$ cat src/rtl/cfp_pkg.sv
package cfp_pkg;
  localparam int FRAME_BITS = 32;
  localparam int DEV_W      = 5;
  localparam int REG_W      = 6;
  localparam int DATA_W     = 8;
  localparam int CRC_W      = 8;
  // bit positions the decoder and the far end both depend on
  localparam int DEV_LSB    = 27;
  localparam int REG_LSB    = 21;
  localparam int DATA_LSB   = 13;
  localparam int BCAST_BIT  = 12;
  localparam int WRITE_BIT  = 11;
  localparam int COVER_LSB  = 10;
  localparam int CRC_LSB    = 2;
  localparam int COVER_W    = FRAME_BITS - COVER_LSB;
  localparam logic [CRC_W-1:0] CRC_POLY = 8'h2F;

  typedef struct packed {
    logic [DEV_W-1:0]  dev;
    logic [REG_W-1:0]  ptr;
    logic [DATA_W-1:0] data;
    logic              err;
    logic [1:0]        pad;
    logic [CRC_W-1:0]  crc;
    logic [1:0]        tail;
  } resp_frame_t;

  // MSB-first serial division, zero start, no final inversion
  function automatic logic [CRC_W-1:0] crc8_calc(input logic [COVER_W-1:0] msg);
    logic [CRC_W-1:0] c;
    logic             fb;
    c = '0;
    for (int i = COVER_W - 1; i >= 0; i--) begin
      fb = c[CRC_W-1] ^ msg[i];
      c  = {c[CRC_W-2:0], 1'b0};
      if (fb) c = c ^ CRC_POLY;
    end
    return c;
  endfunction
endpackage

$ cat src/rtl/cfp_sync.sv
module cfp_sync #(
  parameter int             STAGES  = 2,
  parameter int             W       = 4,
  parameter logic [W-1:0]   RST_VAL = '0
) (
  input  logic         clk,
  input  logic         rst,
  input  logic [W-1:0] din,
  output logic [W-1:0] dout
);
  logic [W-1:0] pipe [STAGES];

  always_ff @(posedge clk) begin
    if (rst) begin
      for (int s = 0; s < STAGES; s++) pipe[s] <= RST_VAL;
    end else begin
      pipe[0] <= din;
      for (int s = 1; s < STAGES; s++) pipe[s] <= pipe[s-1];
    end
  end

  assign dout = pipe[STAGES-1];
endmodule

$ cat src/rtl/cfp_shifter.sv
module cfp_shifter
  import cfp_pkg::*;
#(
  parameter int CNT_W = 9
) (
  input  logic                       clk,
  input  logic                       rst,
  input  logic                       cs_s,
  input  logic                       sclk_s,
  input  logic                       sdi_s,
  input  logic                       up_s,
  input  logic [FRAME_BITS-1:0]      load_word,
  output logic [FRAME_BITS-1:CRC_LSB] rx_word,
  output logic                       frame_end,
  output logic                       sdo
);
  localparam logic [CNT_W-1:0] CNT_MAX  = {CNT_W{1'b1}};
  localparam logic [CNT_W-1:0] CNT_GOOD = CNT_W'(FRAME_BITS);

  logic                  cs_prev, sclk_prev;
  logic                  cs_fall, cs_rise, sclk_rise, sclk_fall;
  logic [FRAME_BITS-1:0] tx_sr, rx_sr;
  logic [CNT_W-1:0]      bit_cnt;

  assign cs_fall   = !cs_s &&  cs_prev;
  assign cs_rise   =  cs_s && !cs_prev;
  assign sclk_rise =  sclk_s && !sclk_prev;
  assign sclk_fall = !sclk_s &&  sclk_prev;

  always_ff @(posedge clk) begin
    if (rst) begin
      cs_prev   <= 1'b1;
      sclk_prev <= 1'b0;
      tx_sr     <= '0;
      rx_sr     <= '0;
      bit_cnt   <= '0;
      sdo       <= 1'b0;
      frame_end <= 1'b0;
    end else begin
      cs_prev   <= cs_s;
      sclk_prev <= sclk_s;
      frame_end <= 1'b0;
      if (cs_fall) begin
        tx_sr   <= load_word;
        bit_cnt <= '0;
        sdo     <= 1'b0;
      end else if (cs_rise) begin
        sdo       <= 1'b0;
        frame_end <= (bit_cnt == CNT_GOOD);
      end else if (!cs_s) begin
        if (sclk_rise) sdo <= tx_sr[FRAME_BITS-1];
        if (sclk_fall) begin
          tx_sr <= {tx_sr[FRAME_BITS-2:0], up_s};
          rx_sr <= {rx_sr[FRAME_BITS-2:0], sdi_s};
          if (bit_cnt != CNT_MAX) bit_cnt <= bit_cnt + 1'b1;
        end
      end
    end
  end

  assign rx_word = rx_sr[FRAME_BITS-1:CRC_LSB];

  AST_CNT_SATURATE: assert property (@(posedge clk) disable iff (rst)
    (!cs_s && !cs_fall && sclk_fall && bit_cnt == CNT_MAX) |=> (bit_cnt == CNT_MAX));
  AST_SDO_IDLE: assert property (@(posedge clk) disable iff (rst)
    $rose(cs_s) |=> !sdo);
  AST_END_ONLY_ON_RISE: assert property (@(posedge clk) disable iff (rst)
    frame_end |-> $rose(cs_prev));
endmodule

$ cat src/rtl/cfp_cmd.sv
module cfp_cmd
  import cfp_pkg::*;
(
  input  logic                        clk,
  input  logic                        rst,
  input  logic [DEV_W-1:0]            dev_id,
  input  logic                        frame_end,
  input  logic [FRAME_BITS-1:CRC_LSB] rx_word,
  input  logic [DATA_W-1:0]           rd_data,
  output logic                        wr_en,
  output logic [REG_W-1:0]            wr_addr,
  output logic [DATA_W-1:0]           wr_data,
  output logic [REG_W-1:0]            rd_addr,
  output logic                        crc_err,
  output logic [FRAME_BITS-1:0]       resp_word
);
  logic [DEV_W-1:0]  f_dev;
  logic [REG_W-1:0]  f_reg;
  logic [DATA_W-1:0] f_data;
  logic [CRC_W-1:0]  f_crc;
  logic              f_bcast, f_write, crc_ok, hit;
  resp_frame_t       resp;

  assign f_dev   = rx_word[DEV_LSB +: DEV_W];
  assign f_reg   = rx_word[REG_LSB +: REG_W];
  assign f_data  = rx_word[DATA_LSB +: DATA_W];
  assign f_bcast = rx_word[BCAST_BIT];
  assign f_write = rx_word[WRITE_BIT];
  assign f_crc   = rx_word[CRC_LSB +: CRC_W];
  assign crc_ok  = (crc8_calc(rx_word[FRAME_BITS-1:COVER_LSB]) == f_crc);
  assign hit     = f_bcast || (f_dev == dev_id);

  always_ff @(posedge clk) begin
    if (rst) begin
      wr_en   <= 1'b0;
      wr_addr <= '0;
      wr_data <= '0;
      rd_addr <= '0;
      crc_err <= 1'b0;
    end else begin
      wr_en <= 1'b0;
      if (frame_end) begin
        crc_err <= !crc_ok;
        if (crc_ok && hit) begin
          rd_addr <= f_reg;
          if (f_write) begin
            wr_en   <= 1'b1;
            wr_addr <= f_reg;
            wr_data <= f_data;
          end
        end
      end
    end
  end

  always_comb begin
    resp      = '0;
    resp.dev  = dev_id;
    resp.ptr  = rd_addr;
    resp.data = rd_data;
    resp.err  = crc_err;
    resp.crc  = crc8_calc(resp[FRAME_BITS-1:COVER_LSB]);
  end

  assign resp_word = resp;

  AST_WR_SINGLE: assert property (@(posedge clk) disable iff (rst)
    wr_en |=> !wr_en);
  AST_WR_AFTER_END: assert property (@(posedge clk) disable iff (rst)
    wr_en |-> $past(frame_end));
  AST_ERR_HOLD: assert property (@(posedge clk) disable iff (rst)
    !$past(frame_end) |-> $stable(crc_err));
  AST_PTR_HOLD: assert property (@(posedge clk) disable iff (rst)
    !$past(frame_end) |-> $stable(rd_addr));
endmodule

$ cat src/rtl/chain_frame_port.sv
module chain_frame_port
  import cfp_pkg::*;
#(
  parameter int SYNC_STAGES = 2,
  parameter int CNT_W       = 9
) (
  input  logic              clk,
  input  logic              rst,
  input  logic [DEV_W-1:0]  dev_id,
  input  logic              cs_n,
  input  logic              sclk,
  input  logic              sdi,
  input  logic              sdi_up,
  output logic              sdo,
  output logic              wr_en,
  output logic [REG_W-1:0]  wr_addr,
  output logic [DATA_W-1:0] wr_data,
  output logic [REG_W-1:0]  rd_addr,
  input  logic [DATA_W-1:0] rd_data,
  output logic              crc_err
);
  localparam int IN_W = 4;

  logic [IN_W-1:0]               in_s;
  logic [FRAME_BITS-1:CRC_LSB]   rx_word;
  logic [FRAME_BITS-1:0]         resp_word;
  logic                          frame_end;

  cfp_sync #(
    .STAGES (SYNC_STAGES),
    .W      (IN_W),
    .RST_VAL(4'b0001)
  ) u_sync (
    .clk (clk),
    .rst (rst),
    .din ({sdi_up, sdi, sclk, cs_n}),
    .dout(in_s)
  );

  cfp_shifter #(
    .CNT_W(CNT_W)
  ) u_shift (
    .clk      (clk),
    .rst      (rst),
    .cs_s     (in_s[0]),
    .sclk_s   (in_s[1]),
    .sdi_s    (in_s[2]),
    .up_s     (in_s[3]),
    .load_word(resp_word),
    .rx_word  (rx_word),
    .frame_end(frame_end),
    .sdo      (sdo)
  );

  cfp_cmd u_cmd (
    .clk      (clk),
    .rst      (rst),
    .dev_id   (dev_id),
    .frame_end(frame_end),
    .rx_word  (rx_word),
    .rd_data  (rd_data),
    .wr_en    (wr_en),
    .wr_addr  (wr_addr),
    .wr_data  (wr_data),
    .rd_addr  (rd_addr),
    .crc_err  (crc_err),
    .resp_word(resp_word)
  );
endmodule

$ cat config.mk
export PLATFORM = sky130hd
export DESIGN_NAME = chain_frame_port
export DESIGN_NICKNAME = d
export VERILOG_FILES = /design/src/rtl/cfp_pkg.sv /design/src/rtl/cfp_sync.sv /design/src/rtl/cfp_shifter.sv /design/src/rtl/cfp_cmd.sv /design/src/rtl/chain_frame_port.sv
export SDC_FILE = /design/constraint.sdc
export NUM_CORES = 1
export LEC_CHECK = 0
export BUFFER_PORTS_ARGS = -buffer_cell sky130_fd_sc_hd__buf_2
export CORE_MARGIN = 4
export CORE_UTILIZATION = 28
export DETAILED_ROUTE_END_ITERATION = 10
export PLACE_DENSITY = 0.51
export SLEW_MARGIN = 5
export SYNTH_ARGS = -nofsm -noshare
export SYNTH_HDL_FRONTEND = slang
export SYNTH_SLANG_ARGS = --single-unit
$ cat constraint.sdc
create_clock -name clk -period 4.25 [get_ports clk]
set_clock_uncertainty 0.1 [all_clocks]
set_input_delay 0.425 -clock clk [delete_from_list [all_inputs] [get_ports clk]]
set_output_delay 0.425 -clock clk [all_outputs]
set_load 0.01 [all_outputs]
==> results.yml <==
synth:
  synth_ff_type: "dfxtp_1"
  yosysTopAreaCellShare_pct: 36.53
  syn-cell-area_sq_um: 5864
  synth-async-reset-ratio_pct: 0
  ys_warn_count: 0
  avgSynthCellArea_sq_um: 9.520
  synth_area_leaders: "dfxtp_1 37%, xnor2_1 11%, nand2_1 4.7%"
  yosysTopAreaCell: "dfxtp_1"
  synth_nets: 641
  synth_seq_cells: 107
  synth_edf_count: 0
  synth_cells: 616
  ys_types: 47
  yosysSeqAreaShare_pct: 36.53
critical_path:
  setup.worst_path.class: "reg -> reg"
  path_cells: "xnor3_2, xor2_1, xor2_1, xnor2_1, xnor3_1, mux2i_1, and4b_1, nor2b_4, mux2i_1"
  startpoint_type: "register"
  cp.arrival_ps: 4030
  critical_path_required_ps: 4430
  r2r_cells: 9
  cpMaxStageDelayCell: "dfxtp_1"
  max_stage_delay_ps: 510
  critPathCaptureType: "register"
  crit_fanout: 10
timing:
  hold_viol: 0
  finalSetupTns_ps: 0
  final-max-slew-violation-count: 0
  final.period_utilization_pct: 90.54
  slew_headroom_pct: 24.06
  setup_viol: 0
  worst_pin_slew_ps: 1139
  fin_crit_ps: 3848
  max_freq_mhz: 259.9
  rsz0062_at_grt: "false"
clock_network:
  h-tree-depth: 3
  cts_resized: 0
  clockBufferDepth: 2
  clock-sinks: 107
  root_buffer: "clkbuf_16"
  cts_tree: "done"
  clk_pin_slew_ps: 70
  ctsHoldBuffers: 0
  numCtsBuffers: 9
  clk_latency_ps: 360
  cts_setup_buffers: 0
floorplanning:
  row_count: 52
  floorplan.initialDensity_pct: 28.71
  die_w_um: 152.7
  die_h_um: 152.7
  core_sq_um: 20430
  die_area_sq_um: 23320
  io-pin-count: 42
worst_hold_path:
  min_path_cells: 2
  min_path_type: "in -> reg"
layout:
  area_delta_synth_final_pct: 11.31
  diodes: 0
  drive_gt1_share_pct: 14.51
  finalNetCount: 654
  num-fill-cells: 2134
placed_design:
  gp_congestion: 0.8823
  io_buffers: 41
  hpwlAfterDp_um: 9683
outcome:
  outcome: "completed"
global_routing:
  grt_pass1_vias: 4237
  grt_pass1_wl_um: 22340
  gr-usage-met2_pct: 20.04
  busiest_layer: "met2"
  met1_usage_pct: 14.60
  grt_start_max_net_pins: 57
  grt_overflow_total: 0
  grt_usage_pct: 11.63
  antenna_found_initial: 0
  grtUsageMet3_pct: 3.153
power_and_ir_drop:
  p_total_w: 0.002139
  p_per_area_nw_per_um2: 327.6
  leakage_nw: 2.341
  ir_worst_vdd_mv: 0.1698
job:
  drv_cap: 0
drt:
  num_vias: 4170
  drtPass1Iterations: 4
  vias_per_cell: 4.613
  detail_route.wl_per_cell_um: 14.75
  ant_nets: 0
  first_iter_violations: 157
  routed_wl_um: 13340
  detail_route.drc_violations: 0
[logic make-up (layout without fill, tap and decap cells)]
group	count (synthesis)	count (layout)	synth area share [%]
AO/OA/AOI/OAI	114	114	12.33
multiplexers	21	21	3.584
AND/OR/NAND/NOR	185	185	15.77
buffers and inverters	53	71	4.587
XOR/XNOR	130	130	25.92
flip-flops	107	107	36.53
adder cells (fa/ha/maj)	6	6	1.280
[report_power, final]
| group | internal (W) | switching (W) |
|---|---|---|
| combinational | 0.000129 | 0.000153 |
| clock | 0.000437 | 0.000390 |
| sequential | 0.00102 | 0.00000947 |
| total | 0.00159 | 0.000552 |
[per-layer routing]
metal	vias up	share of wire [%]
li1	2112	-
met1	2012	46
met2	37	50
met3	9	3.0
met4	0	0.81
met5	-	0
[synthesized netlist by cell type, types with 7 or more instances]
cell type / number
clkbuf_1: 32
xor2_1: 27
a211oi_1: 28
xnor2_1: 74
dfxtp_1: 107
nand2_1: 73
nand4b_1: 8
mux2i_1: 21
nand2b_1: 17
xnor3_1: 12
buf_6: 8
nor2b_1: 7
a22oi_1: 27
nor2_1: 45
o21ai_0: 7
a21oi_1: 45
[stage by stage]
step	instances	utilization (%)	hold WS, ps	setup WS [ps]	area [sq um]
2_1_floorplan	616	-	289.5	922.7	5864
3_3_place_gp	888	30.51	304.0	503.0	6232
3_5_place_dp	888	30.51	305.8	407.2	6232
4_1_cts	904	31.95	153.5	359.9	6528
5_1_grt	904	31.95	156.5	183.0	6528
6_report	904	31.95	161.3	402.3	6528
[state kept, by name, indices dropped and copies added (netlist names), 6 cells and up]
signal / count
u_cmd.rd_addr: 6
u_cmd.wr_addr: 6
u_cmd.wr_data: 8
u_shift.bit_cnt: 9
u_shift.rx_sr: 32
u_shift.tx_sr: 32
u_sync.pipe: 8
[critical path, delay by kind of cell, from the launching register on]
family                    cells  cell delay, ps
DFF                           1             510
and+or+nand+nor               2             850
xor gates and xnor gates      5            1870
muxes                         2             450
[worst paths after layout]
check,endpoint,slack (ps),start
max reg2reg,u_cmd.rd_addr[2],400,u_shift.rx_sr[30]
min,u_sync.pipe[0][0],160,cs_n
min reg2reg,u_sync.pipe[0][4],320,u_sync.pipe[0][0]
max,u_cmd.rd_addr[2],400,u_shift.rx_sr[30]
[cell type report]
cell class	instances	area, sq um	area share, %
Sequential cell	107	2142	32.82
Tap cell	270	337.8	5.175
Timing Repair Buffer	50	272.8	4.179
Clock buffer	11	252.7	3.872
Multi-Input combinational cell	456	3461	53.02
Inverter	5	18.77	0.2875
Clock inverter	5	42.54	0.6517
[layout by cell type (no fill, tap or decap), types with 21 or more instances in the layout]
master / Yosys / layout
xnor2_1: 74 / 74
a22oi_1: 27 / 27
xor2_1: 27 / 27
dfxtp_1: 107 / 107
buf_2: 5 / 41
mux2i_1: 21 / 21
a21oi_1: 45 / 45
nand2_1: 73 / 73
nor2_1: 45 / 44
a211oi_1: 28 / 28
No activity file was read; power rests on OpenSTA's default activity.
